$ cat src/rtl/prbs_bert_pkg.sv
`timescale 1ns/1ps
package prbs_bert_pkg;

  localparam int unsigned SR_W      = 15;
  localparam int unsigned MAX_BLANK = 128;

  typedef enum logic [1:0] {
    PAT_7  = 2'd0,
    PAT_9  = 2'd1,
    PAT_11 = 2'd2,
    PAT_15 = 2'd3
  } pat_e;

  function automatic logic [4:0] pat_len(pat_e p);
    case (p)
      PAT_7:   return 5'd7;
      PAT_9:   return 5'd9;
      PAT_11:  return 5'd11;
      default: return 5'd15;
    endcase
  endfunction

  // next bit of the recurrence; s[0] is the newest bit
  function automatic logic lfsr_next(logic [SR_W-1:0] s, pat_e p, logic rev);
    case (p)
      PAT_7:   return s[6]  ^ (rev ? s[0] : s[5]);
      PAT_9:   return s[8]  ^ (rev ? s[3] : s[4]);
      PAT_11:  return s[10] ^ (rev ? s[1] : s[8]);
      default: return s[14] ^ (rev ? s[0] : s[13]);
    endcase
  endfunction

  function automatic logic [SR_W-1:0] len_mask(pat_e p);
    return (SR_W'(1) << pat_len(p)) - SR_W'(1);
  endfunction

  function automatic logic [7:0] blank_len(logic [1:0] sel);
    case (sel)
      2'd0:    return 8'd32;
      2'd1:    return 8'd64;
      default: return 8'(MAX_BLANK);
    endcase
  endfunction

  function automatic logic [63:0] window_limit(logic [2:0] w);
    logic [63:0] lim;
    lim = 64'd1000;
    for (int i = 0; i < 6; i++) begin
      if (i < int'(w)) lim = lim * 64'd10;
    end
    return lim;
  endfunction

endpackage

$ cat src/rtl/prbs_tx_gen.sv
`timescale 1ns/1ps
module prbs_tx_gen
  import prbs_bert_pkg::*;
(
  input  logic clk,
  input  logic rst_n,
  input  pat_e pat,
  input  logic rev,
  input  logic force_req,
  output logic tx_valid,
  input  logic tx_ready,
  output logic tx_data
);

  logic [SR_W-1:0] hist;
  logic            valid_q;
  logic            flip_q;
  logic            pend_q;
  logic            req_q;
  logic            fire;
  logic            req_edge;
  logic            stuck;
  logic            nb;

  assign fire     = valid_q && tx_ready;
  assign req_edge = force_req && !req_q;
  assign stuck    = (hist & len_mask(pat)) == '0;
  assign nb       = stuck ? 1'b1 : lfsr_next(hist, pat, rev);

  always_ff @(posedge clk) begin
    if (!rst_n) begin
      hist    <= '1;
      valid_q <= 1'b0;
      flip_q  <= 1'b0;
      pend_q  <= 1'b0;
      req_q   <= 1'b0;
    end else begin
      valid_q <= 1'b1;
      req_q   <= force_req;
      if (fire) begin
        hist   <= {hist[SR_W-2:0], nb};
        flip_q <= pend_q | req_edge;
        pend_q <= 1'b0;
      end else if (req_edge) begin
        pend_q <= 1'b1;
      end
    end
  end

  assign tx_valid = valid_q;
  assign tx_data  = hist[0] ^ flip_q;

endmodule

$ cat src/rtl/prbs_rx_sync.sv
`timescale 1ns/1ps
module prbs_rx_sync
  import prbs_bert_pkg::*;
#(
  parameter int unsigned LOSS_WIN = 64,
  parameter int unsigned LOSS_MAX = 8
) (
  input  logic clk,
  input  logic rst_n,
  input  pat_e pat,
  input  logic rev,
  input  logic rx_valid,
  input  logic rx_data,
  output logic locked,
  output logic bit_stb,
  output logic bit_err
);

  localparam int unsigned POS_W = $clog2(LOSS_WIN);
  localparam int unsigned ERR_W = $clog2(LOSS_MAX + 1);
  localparam int unsigned HIT_W = $clog2(2 * SR_W + 1);

  logic [SR_W-1:0]  shreg;
  logic             locked_q;
  logic [HIT_W-1:0] hits;
  logic [HIT_W-1:0] hit_goal;
  logic [POS_W-1:0] blk_pos;
  logic [ERR_W-1:0] blk_errs;
  logic             pred;
  logic             mism;
  logic             blk_last;
  logic             too_many;

  assign pred     = lfsr_next(shreg, pat, rev);
  assign mism     = pred ^ rx_data;
  assign hit_goal = HIT_W'({pat_len(pat), 1'b0});
  assign blk_last = blk_pos == POS_W'(LOSS_WIN - 1);
  assign too_many = mism && (blk_errs == ERR_W'(LOSS_MAX));

  always_ff @(posedge clk) begin
    if (!rst_n) begin
      shreg    <= '0;
      locked_q <= 1'b0;
      hits     <= '0;
      blk_pos  <= '0;
      blk_errs <= '0;
    end else if (rx_valid) begin
      if (!locked_q) begin
        // hunt: history follows the line, predictions are scored
        shreg <= {shreg[SR_W-2:0], rx_data};
        if (mism) begin
          hits <= '0;
        end else if (hits == hit_goal - HIT_W'(1)) begin
          locked_q <= 1'b1;
          hits     <= '0;
          blk_pos  <= '0;
          blk_errs <= '0;
        end else begin
          hits <= hits + HIT_W'(1);
        end
      end else begin
        // locked: free-running, line errors do not enter the register
        shreg <= {shreg[SR_W-2:0], pred};
        if (too_many) begin
          locked_q <= 1'b0;
          hits     <= '0;
        end else if (blk_last) begin
          blk_pos  <= '0;
          blk_errs <= '0;
        end else begin
          blk_pos <= blk_pos + POS_W'(1);
          if (mism) blk_errs <= blk_errs + ERR_W'(1);
        end
      end
    end
  end

  assign locked  = locked_q;
  assign bit_stb = locked_q && rx_valid;
  assign bit_err = locked_q && rx_valid && mism;

endmodule

$ cat src/rtl/bert_accum.sv
`timescale 1ns/1ps
module bert_accum
  import prbs_bert_pkg::*;
#(
  parameter int unsigned CNT_W = 32
) (
  input  logic             clk,
  input  logic             rst_n,
  input  logic [1:0]       blank_sel,
  input  logic [2:0]       window_sel,
  input  logic             locked,
  input  logic             bit_stb,
  input  logic             bit_err,
  output logic [CNT_W-1:0] err_count,
  output logic [CNT_W-1:0] bit_count,
  output logic             period_done
);

  localparam int unsigned    BLANK_W = $clog2(MAX_BLANK + 1);
  localparam logic [CNT_W-1:0] CNT_MAX = '1;

  logic [BLANK_W-1:0] blank_cnt;
  logic               blank_done;
  logic               continuous;
  logic               count_stb;
  logic               window_end;
  logic               pd_q;
  logic [CNT_W-1:0]   live_bits, live_errs;
  logic [CNT_W-1:0]   held_bits, held_errs;
  logic [CNT_W-1:0]   nxt_bits, nxt_errs;

  assign blank_done = 8'(blank_cnt) >= blank_len(blank_sel);
  assign continuous = window_sel == 3'd7;
  assign count_stb  = bit_stb && blank_done;
  assign nxt_bits   = (live_bits == CNT_MAX) ? live_bits : live_bits + CNT_W'(1);
  assign nxt_errs   = (!bit_err || live_errs == CNT_MAX) ? live_errs : live_errs + CNT_W'(1);
  assign window_end = !continuous && (64'(nxt_bits) == window_limit(window_sel));

  always_ff @(posedge clk) begin
    if (!rst_n) begin
      blank_cnt <= '0;
    end else if (!locked) begin
      blank_cnt <= '0;
    end else if (bit_stb && !blank_done) begin
      blank_cnt <= blank_cnt + BLANK_W'(1);
    end
  end

  always_ff @(posedge clk) begin
    if (!rst_n) begin
      live_bits <= '0;
      live_errs <= '0;
      held_bits <= '0;
      held_errs <= '0;
      pd_q      <= 1'b0;
    end else begin
      pd_q <= 1'b0;
      if (count_stb) begin
        if (window_end) begin
          held_bits <= nxt_bits;
          held_errs <= nxt_errs;
          live_bits <= '0;
          live_errs <= '0;
          pd_q      <= 1'b1;
        end else begin
          live_bits <= nxt_bits;
          live_errs <= nxt_errs;
        end
      end
    end
  end

  assign bit_count   = continuous ? live_bits : held_bits;
  assign err_count   = continuous ? live_errs : held_errs;
  assign period_done = pd_q;

endmodule

$ cat src/rtl/prbs_link_tester.sv
`timescale 1ns/1ps
module prbs_link_tester
  import prbs_bert_pkg::*;
#(
  parameter int unsigned CNT_W    = 32,
  parameter int unsigned LOSS_WIN = 64,
  parameter int unsigned LOSS_MAX = 8
) (
  input  logic             clk,
  input  logic             rst_n,
  input  logic [1:0]       cfg_pattern,
  input  logic             cfg_reverse,
  input  logic [1:0]       cfg_blank,
  input  logic [2:0]       cfg_window,
  input  logic             force_err,
  output logic             tx_valid,
  input  logic             tx_ready,
  output logic             tx_data,
  input  logic             rx_valid,
  output logic             rx_ready,
  input  logic             rx_data,
  output logic             sync,
  output logic [CNT_W-1:0] err_count,
  output logic [CNT_W-1:0] bit_count,
  output logic             period_done
);

  pat_e pat;
  logic locked, bit_stb, bit_err;

  assign pat      = pat_e'(cfg_pattern);
  assign rx_ready = 1'b1;
  assign sync     = locked;

  prbs_tx_gen u_gen (
    .clk       (clk),
    .rst_n     (rst_n),
    .pat       (pat),
    .rev       (cfg_reverse),
    .force_req (force_err),
    .tx_valid  (tx_valid),
    .tx_ready  (tx_ready),
    .tx_data   (tx_data)
  );

  prbs_rx_sync #(.LOSS_WIN(LOSS_WIN), .LOSS_MAX(LOSS_MAX)) u_sync (
    .clk      (clk),
    .rst_n    (rst_n),
    .pat      (pat),
    .rev      (cfg_reverse),
    .rx_valid (rx_valid),
    .rx_data  (rx_data),
    .locked   (locked),
    .bit_stb  (bit_stb),
    .bit_err  (bit_err)
  );

  bert_accum #(.CNT_W(CNT_W)) u_acc (
    .clk         (clk),
    .rst_n       (rst_n),
    .blank_sel   (cfg_blank),
    .window_sel  (cfg_window),
    .locked      (locked),
    .bit_stb     (bit_stb),
    .bit_err     (bit_err),
    .err_count   (err_count),
    .bit_count   (bit_count),
    .period_done (period_done)
  );

endmodule

$ cat config.mk
export PLATFORM = sky130hd
export DESIGN_NAME = prbs_link_tester
export DESIGN_NICKNAME = d
export VERILOG_FILES = /design/src/rtl/prbs_bert_pkg.sv /design/src/rtl/prbs_tx_gen.sv /design/src/rtl/prbs_rx_sync.sv /design/src/rtl/bert_accum.sv /design/src/rtl/prbs_link_tester.sv
export SDC_FILE = /design/constraint.sdc
export NUM_CORES = 1
export LEC_CHECK = 0
export BUFFER_PORTS_ARGS = -buffer_cell sky130_fd_sc_hd__buf_2
export CORE_UTILIZATION = 52
export CTS_CLUSTER_DIAMETER = 150
export CTS_CLUSTER_SIZE = 20
export DETAILED_ROUTE_END_ITERATION = 6
export PLACE_DENSITY_LB_ADDON = 0.12
export SYNTH_ARGS = -nofsm -noshare
export SYNTH_HDL_FRONTEND = slang
export SYNTH_SLANG_ARGS = --single-unit
$ cat constraint.sdc
create_clock -name clk -period 22.6 [get_ports clk]
set_input_delay 4.52 -clock clk [delete_from_list [all_inputs] [get_ports clk]]
set_output_delay 4.52 -clock clk [all_outputs]
set_load 0.005 [all_outputs]
==> results.yml, run 1 <==
worst_setup_path:
  cp.required_ns: 22.93
  crit_path_frequent_cell: "ha_1"
  cp_slowest_cell: "buf_4"
  cp-end-kind: "flip-flop"
  r2r-start: "u_acc.live_bits[21]"
  path_max_fanout: 91
  rr_worst_depth: 14
  reg2reg_slack_ns: 16.60
  r2r_end: "u_acc.held_bits[19]"
  timing_worst_setup_path_type: "input pin to flip-flop"
  slowest_delay_ns: 0.84
  cp_data_arrival_time_ns: 14.60
  setup.worst_path.start_class: "input pin"
  cpLargestDelayFamily: "simple AND/OR/NAND/NOR gates"
  cp.buffers_inverters: 4
clocking:
  clkTransAtPathRegs_ns: 0.07
  cts_buffers: 17
  cts_tree: "built"
  cts_hold_buf: 0
  clock_path_buffers: 2
  clock_latency_ns: 0.44
  htreeDepth: 4
  root_buffer: "clkbuf_16"
  cts_setup_buffers: 0
  cts_resized: 0
  clock_sinks: 187
power_and_ir_drop:
  vdd_drop_max_v: 0.00004969
  p_sw_share_pct: 34.36
  p_total_uw: 895.6
  p_int_uw: 587.8
  p_seq_share_pct: 37.4
  clkPwrFrac_pct: 32.3
  pwr-share-comb_pct: 30.3
  leakage_nw: 6.287
  p_switching_uw: 307.7
  pwr_density_cell_nw_per_um2: 57.64
yosys:
  ys_warn_count: 0
  synth_top_area_share_pct: 25.91
  syn_inst: 1813
  yosysSeqAreaShare_pct: 25.91
  synth_cell_type_count: 84
  yosysTopAreaCell: "dfxtp_1"
  synth_ff_type: "dfxtp_1"
  syn_area_um2: 14450
  syn_area_per_cell_um2: 7.970
  synth_edf_count: 0
  synth_seq_cells: 187
  synth_area_leaders: "dfxtp_1 26%, ha_1 10%, xnor2_1 6.1%, nor2_1 5.1%, mux2_2 4.6%"
  ys_async_sr_fraction_pct: 0
route:
  vias: 13270
  firstDrtPassIters: 6
  wl_per_cell_um: 17.45
  drc: 0
  ant_nets: 0
  wl_um: 38610
  drtIter0Drc: 1197
  via_per_inst: 5.998
die:
  fp.dieH_um: 168.7
  start_util_pct: 53.32
  fp.dieW_um: 168.7
  io_pins: 83
  die-area_um2: 28460
  num_rows: 60
  core-area_um2: 27100
sta:
  fin_crit_sh_pct: 63.13
  finClkSkew_ns: 0.006595
  fin_crit_ns: 14.27
  setup_viol: 0
  tightest_slew_ns: 1.075
  slew_headroom_pct: 28.31
  setup_tns_ns: 0
  rsz0062_at_grt: "no"
  max_freq_ghz: 0.07009
  fin_hold_ws_ns: 0.4654
  maxSlewViolCount: 0
  hold_violations: 0
worst_hold_path:
  hold_depth: 2
  whs_endpoint: "u_acc.held_errs[14]"
  hold_path_class: "flip-flop to flip-flop"
  min_from: "u_acc.held_errs[14]"
place:
  placedCellCount: 2181
  hpwl_um: 28350
  io_buffers: 81
  placed_area_um2: 14990
  gp_congestion: 0.9485
global_route:
  grt_usage_pct: 27.46
  grt_start_max_net_pins: 98
  grt-ovfl-total: 0
  grt_pass1_wl_um: 63670
  grt_use_met1_pct: 38.83
  antenna_found_initial: 0
  use_met3_pct: 4.349
  top_usage_layer: "met2"
  grt_pass1_vias: 12460
  grt_util_met2_pct: 42.60
job:
  drv_cap: 0
finish:
  area_growth_pct: 7.533
  antenna_cells: 0
  seq_area_um2: 3744
  nNetsFinal: 1961
  drive_above_1_share_pct: 11.74
  design_area_um2: 15540
  fillers: 2538
  fin_cells: 2212
  final_cell_mix: "196 x nor2_1, 187 x dfxtp_1, 165 x nand2_1"
  multiInputGateArea_um2: 10110
  final_common_cell: "nor2_1"
status:
  status: "finished clean"
-- state kept, by name (all words and copies together) (netlist names) --
register,count
u_gen.pend_q,1
u_sync.blk_pos,6
u_gen.req_q,1
u_acc.period_done,1
u_acc.held_bits,32
u_sync.blk_errs,4
u_sync.hits,5
u_sync.locked,1
u_gen.hist,15
u_sync.shreg,15
u_gen.flip_q,1
u_acc.live_errs,32
u_acc.blank_cnt,8
u_acc.live_bits,32
u_acc.held_errs,32
u_gen.tx_valid,1
-- power groups by stage --
stage                     combinational (mW)  clock, mW  sequential (mW)
after floorplan                        0.208          0            0.342
after global placement                 0.262          0            0.342
after detailed placement               0.265          0            0.342
after CTS                              0.267      0.294            0.335
after global routing                   0.303      0.307            0.335
final                                  0.272      0.289            0.335
-- cell families after synthesis --
| logic type | Yosys count | share of synthesized area (%) |
|---|---|---|
| multiplexers | 111 | 8.200 |
| other | 2 | 0.05197 |
| adder cells (fa/ha/maj) | 119 | 10.36 |
| XOR/XNOR | 166 | 10.06 |
| buffers and inverters | 153 | 4.407 |
| AO/OA/AOI/OAI | 356 | 16.39 |
| flip-flops | 187 | 25.91 |
| AND/OR/NAND/NOR | 719 | 24.63 |
-- through the flow --
stage                     setup WS (ns)  utilization, %
after CTS                         8.421           57.34
after detailed placement          7.969           55.31
after global routing              7.494           57.34
final                             8.332           57.34
after floorplan                   10.25               -
after global placement            8.276           55.31
-- tightest hold or removal path, stage by stage, from the launching register on --
cell and delay (ns):
dfxtp_1 0.31, nand2_1 0.05, mux2i_1 0.06
-- worst max path at each step --
stage | cells past startpoint | start | end | slack [ns]
floorplan | 39 | cfg_window[2] | u_acc.held_bits[14] | 10.25
global placement | 39 | cfg_window[2] | u_acc.held_bits[19] | 8.28
detailed placement | 39 | cfg_window[2] | u_acc.held_bits[19] | 7.97
CTS | 39 | cfg_window[2] | u_acc.held_bits[19] | 8.42
global route | 39 | cfg_window[2] | u_acc.held_bits[19] | 7.49
finish | 39 | cfg_window[2] | u_acc.held_bits[19] | 8.33
-- synth_stat cells (4+ instances only) --
| cell type | n |
|---|---|
| a21o_1 | 18 |
| xor2_1 | 65 |
| o2111ai_1 | 6 |
| nor4_1 | 15 |
| nand2_1 | 166 |
| nand4_1 | 32 |
| and2_1 | 18 |
| and3_1 | 32 |
| or2_2 | 10 |
| o21ai_0 | 73 |
| or3_1 | 16 |
| o31ai_1 | 9 |
| a41oi_1 | 4 |
| nand3b_1 | 8 |
| and4_1 | 10 |
| o21a_1 | 11 |
| o211ai_1 | 11 |
| nor3_1 | 83 |
| a21boi_0 | 9 |
| or4_1 | 8 |
| ha_1 | 118 |
| nand3_1 | 70 |
| a211oi_1 | 70 |
| buf_2 | 24 |
| nand2b_1 | 12 |
| nor2b_1 | 18 |
| inv_1 | 48 |
| mux2_2 | 59 |
| a31oi_1 | 16 |
| a31o_2 | 8 |
| or3b_2 | 4 |
| o41ai_1 | 4 |
| a21oi_1 | 74 |
| clkbuf_1 | 60 |
| xnor2_1 | 101 |
| o21ai_1 | 4 |
| mux2i_1 | 52 |
| nor2_1 | 196 |
| dfxtp_1 | 187 |
| buf_1 | 9 |
| buf_4 | 8 |
-- per-layer routing --
metal,up-vias,wire length (um)
li1,6553,-
met1,6247,18750
met2,409,16650
met3,59,2286
met4,0,926
met5,-,0
-- layout make-up --
type	count	area share, %
tap	372	2.995
sequential	187	24.09
inverter	50	1.224
clock inverter	12	0.7489
clock buffer	19	2.786
multi-input combinational	1481	65.06
timing repair buffer	91	3.092
Power figures use the tool's default switching activity.
==> run 2, diff against run 1 <==
==> constraint.sdc (replaced) <==
create_clock -name clk -period 14.1 [get_ports clk]
set_input_delay 2.82 -clock clk [delete_from_list [all_inputs] [get_ports clk]]
set_output_delay 2.82 -clock clk [all_outputs]
set_load 0.005 [all_outputs]
==> results.yml, run 2 (synthesis results as in run 1) <==
status:
  status: "finished clean"
worst_setup_path:
  path_max_fanout: 63
  slowest_delay_ns: 0.63
  timing_worst_setup_path_type: "input pin to flip-flop"
  cp.required_ns: 14.39
  cp-end-kind: "flip-flop"
  cp_slowest_cell: "buf_2"
  setup.worst_path.start_class: "input pin"
  crit_path_frequent_cell: "ha_1"
  cp_data_arrival_time_ns: 12.46
  reg2reg_slack_ns: 8.83
clocking:
  cts_resized: 0
  cts_buffers: 17
  clock_sinks: 187
  cts_tree: "built"
  root_buffer: "clkbuf_16"
  htreeDepth: 4
  clock_path_buffers: 2
  cts_setup_buffers: 0
  cts_hold_buf: 0
  clkTransAtPathRegs_ns: 0.07
  clock_latency_ns: 0.44
finish:
  final_common_cell: "nor2_1"
  antenna_cells: 0
  fin_util_pct: 57.60
  area_growth_pct: 8.035
  drive_above_1_share_pct: 11.89
  nNetsFinal: 1963
  final_cell_mix: "196 x nor2_1, 187 x dfxtp_1, 165 x nand2_1"
power_and_ir_drop:
  pwr_density_cell_nw_per_um2: 93.47
  vdd_drop_max_v: 0.00007688
  p_total_mw: 1.459
  leakage_nw: 6.322
die:
  die-area_um2: 28460
  fp.dieH_um: 168.7
  io_pins: 83
  num_rows: 60
  core-area_um2: 27100
  fp.dieW_um: 168.7
  start_util_pct: 53.32
sta:
  slew_headroom_pct: 31.79
  rsz0062_at_grt: "no"
  maxSlewViolCount: 0
  fin_crit_sh_pct: 86.27
  fin_crit_ns: 12.16
  tightest_slew_ns: 1.023
  hold_violations: 0
  setup_viol: 0
  setup_tns_ns: 0
  max_freq_ghz: 0.08221
  finClkSkew_ns: 0.01007
  setup_ws_ns: 1.936
route:
  ant_nets: 0
  wl_per_cell_um: 17.54
  via_per_inst: 5.958
  vias: 13190
  drtIter0Drc: 1155
  firstDrtPassIters: 5
  drc: 0
  wl_um: 38840
global_route:
  grt_pass1_wl_um: 63830
  antenna_found_initial: 0
  grt_start_max_net_pins: 80
  grt_usage_pct: 27.64
  grt_pass1_vias: 12320
  grt-ovfl-total: 0
job:
  drv_cap: 0
place:
  hpwl_um: 28680
  pre_cts_ws_ns: 1.663
  gp_congestion: 0.9164
  io_buffers: 81
worst_hold_path:
  hold_path_class: "flip-flop to flip-flop"
-- run 2: cell types whose count changed in the layout (fill, tap and decap cells not counted), sizes merged --
cell | before | now
buf | 91 | 93
bufinv | 1 | 2
clkinvlp | 4 | 3
-- run 2: through the flow --
step,hold slack [ns],instances,area (um^2)
4_1_cts,0.4648,2214,15610
2_1_floorplan,0.4351,1821,14480
5_1_grt,0.4852,2214,15610
3_5_place_dp,0.4561,2183,15030
3_3_place_gp,0.4445,2183,15030
6_report,0.4679,2214,15610
-- run 2: metal layers --
layer | routed length (um) | GRT usage (%) | share of wire [%]
met5 | 0 | 0 | 0
met1 | 19160 | 39.80 | 49
met2 | 16870 | 42.89 | 43
met4 | 692 | 7.628 | 1.8
met3 | 2122 | 3.741 | 5.5
-- run 2: power by group --
| part | switching [mW] | leakage [nW] | internal (mW) |
|---|---|---|---|
| Combinational | 0.272 | 4.53 | 0.165 |
| Sequential | 0.00457 | 1.51 | 0.532 |
| Clock | 0.217 | 0.279 | 0.268 |
-- run 2: cell type report --
| class | count | area, um^2 |
|---|---|---|
| fillers | 2569 | 11490 |
| flip-flops and latches | 187 | 3744 |
| repair buffers | 93 | 520.5 |
| clock inverters | 12 | 138.9 |
| inverters | 50 | 190.2 |
| multi-input cells | 1481 | 10110 |
| clock buffers | 19 | 442.9 |
| well taps | 372 | 465.4 |
-- run 2: worst paths after layout --
path                                     startpoint                   to  cells after the start
worst max-delay path                  cfg_window[2]  u_acc.held_errs[25]                     38
worst min-delay path            u_acc.held_errs[14]  u_acc.held_errs[14]                      2
worst max register to register   u_acc.live_bits[8]  u_acc.held_errs[25]                     13
worst min register to register  u_acc.held_errs[14]  u_acc.held_errs[14]                      2
-- run 2: worst max-delay path: cells and delay by family --
kind | cells | cell delay (ns)
multiplexers | 2 | 0.37
AO/OA/AOI/OAI | 12 | 2.64
AND/OR/NAND/NOR | 13 | 2.99
XOR/XNOR | 1 | 0.19
buffers and inverters | 3 | 1.10
adder cells (fa/ha/maj) | 7 | 2.31
==> run 3, diff against run 2 <==
--- a/config.mk
+++ b/config.mk
@@ -10,7 +10,9 @@
 export CTS_CLUSTER_DIAMETER = 150
 export CTS_CLUSTER_SIZE = 20
 export DETAILED_ROUTE_END_ITERATION = 6
+export MAX_ROUTING_LAYER = met4
 export PLACE_DENSITY_LB_ADDON = 0.12
+export RECOVER_POWER = 25
 export SYNTH_ARGS = -nofsm -noshare
 export SYNTH_HDL_FRONTEND = slang
 export SYNTH_SLANG_ARGS = --single-unit
==> constraint.sdc (replaced) <==
create_clock -name clk -period 12.7 [get_ports clk]
set_input_delay 2.54 -clock clk [delete_from_list [all_inputs] [get_ports clk]]
set_output_delay 2.54 -clock clk [all_outputs]
set_load 0.005 [all_outputs]
==> results.yml, run 3 (synthesis results as in run 1) <==
die:
  start_util_pct: 53.32
  fp.dieH_um: 168.7
  fp.dieW_um: 168.7
  io_pins: 83
  die-area_um2: 28460
  core-area_um2: 27100
  num_rows: 60
global_route:
  grt-ovfl-total: 0
  grt_pass1_wl_um: 63500
  grt_start_max_net_pins: 90
  grt_pass1_vias: 12100
  antenna_found_initial: 0
  grt_usage_pct: 28.36
power_and_ir_drop:
  vdd_drop_max_v: 0.00008633
  p_total_mw: 1.637
  leakage_nw: 6.297
  pwr_density_cell_nw_per_um2: 105.0
finish:
  fin_util_pct: 57.54
  final_cell_mix: "196 x nor2_1, 187 x dfxtp_1, 165 x nand2_1"
  fillers: 2510
  antenna_cells: 0
  nNetsFinal: 1961
  area_growth_pct: 7.923
  design_area_um2: 15600
  fin_cells: 2212
  final_common_cell: "nor2_1"
  drive_above_1_share_pct: 11.41
worst_setup_path:
  cp_slowest_cell: "buf_4"
  timing_worst_setup_path_type: "input pin to flip-flop"
  reg2reg_slack_ns: 7.38
  crit_path_frequent_cell: "ha_1"
  setup.worst_path.start_class: "input pin"
  r2r_end: "u_acc.held_errs[12]"
  cp.required_ns: 12.88
  r2r-start: "u_acc.live_bits[1]"
  path_max_fanout: 63
  rr_worst_depth: 14
  slowest_delay_ns: 0.60
  cp_data_arrival_time_ns: 11.59
  cp-end-kind: "flip-flop"
status:
  status: "finished, violations left"
  violations: "max-capacitance violations, max-slew violations"
sta:
  finClkSkew_ns: 0.01165
  fin_crit_sh_pct: 89.84
  setup_viol: 0
  slew_headroom_pct: -155.0
  rsz0062_at_grt: "no"
  fin_crit_ns: 11.41
  maxSlewViolCount: 144
  setup_tns_ns: 0
  hold_violations: 0
  tightest_slew_ns: 3.824
  max_freq_ghz: 0.08765
worst_hold_path:
  min_from: "u_acc.held_errs[14]"
  hold_path_class: "flip-flop to flip-flop"
  hold_depth: 2
  whs_endpoint: "u_acc.held_errs[14]"
clocking:
  clock_sinks: 187
  cts_resized: 0
  clock_latency_ns: 0.44
  cts_setup_buffers: 0
  clkTransAtPathRegs_ns: 0.07
  cts_hold_buf: 0
  root_buffer: "clkbuf_16"
  htreeDepth: 4
  cts_buffers: 17
  cts_tree: "built"
  clock_path_buffers: 2
route:
  firstDrtPassIters: 6
  ant_nets: 0
  wl_um: 38900
  vias: 13250
  via_per_inst: 5.992
  drtIter0Drc: 1360
  drc: 0
  wl_per_cell_um: 17.59
place:
  io_buffers: 81
  placedCellCount: 2181
  placed_area_um2: 15000
  gp_congestion: 0.9281
  hpwl_um: 28700
job:
  drv_cap: 3
==> run 3: final cells by class <==
| type | count | area [um^2] | area share [%] |
|---|---|---|---|
| clock buffers | 20 | 446.7 | 2.864 |
| well taps | 372 | 465.4 | 2.985 |
| multi-input cells | 1481 | 10110 | 64.83 |
| inverters | 50 | 188.9 | 1.211 |
| flip-flops and latches | 187 | 3744 | 24.01 |
| clock inverters | 11 | 160.2 | 1.027 |
| repair buffers | 91 | 480.5 | 3.081 |
==> run 3: per-stage QoR <==
step           setup slack (ns)  hold slack (ns)
2_1_floorplan             2.329           0.4351
3_3_place_gp              1.175           0.4450
3_5_place_dp             0.9830           0.4587
4_1_cts                   1.404           0.4689
5_1_grt                  0.5519           0.4953
6_report                  1.290           0.4700
==> run 3: critical path, delay by kind of cell <==
family / cells / cell delay, ns
AO/OA/AOI/OAI: 12 / 2.53
AND/OR/NAND/NOR: 13 / 2.66
XOR/XNOR: 1 / 0.16
multiplexers: 2 / 0.40
buffers and inverters: 3 / 1.02
adder cells (fa/ha/maj): 7 / 2.23
==> run 3: per-layer routing <==
metal / GRT usage (%) / part of all wire (%)
met5: - / 0
met4: 8.538 / 2.4
met3: 3.764 / 5.9
met2: 41.23 / 42
met1: 40.51 / 50
==> run 3: worst max path at each step <==
stage | cells after the start | startpoint | endpoint | slack [ns]
after floorplan | 39 | cfg_window[2] | u_acc.held_bits[14] | 2.33
after global placement | 36 | cfg_window[2] | u_acc.held_bits[2] | 1.18
final | 38 | cfg_window[2] | u_acc.held_errs[12] | 1.29
after global routing | 38 | cfg_window[2] | u_acc.held_errs[12] | 0.55
after CTS | 36 | cfg_window[2] | u_acc.held_bits[1] | 1.40
after detailed placement | 36 | cfg_window[2] | u_acc.held_bits[0] | 0.98
==> run 3: where the power goes <==
| part | internal (mW) | switching, mW |
|---|---|---|
| sequential | 0.591 | 0.00510 |
| combinational | 0.183 | 0.302 |
| clock | 0.318 | 0.238 |
| total | 1.09 | 0.545 |
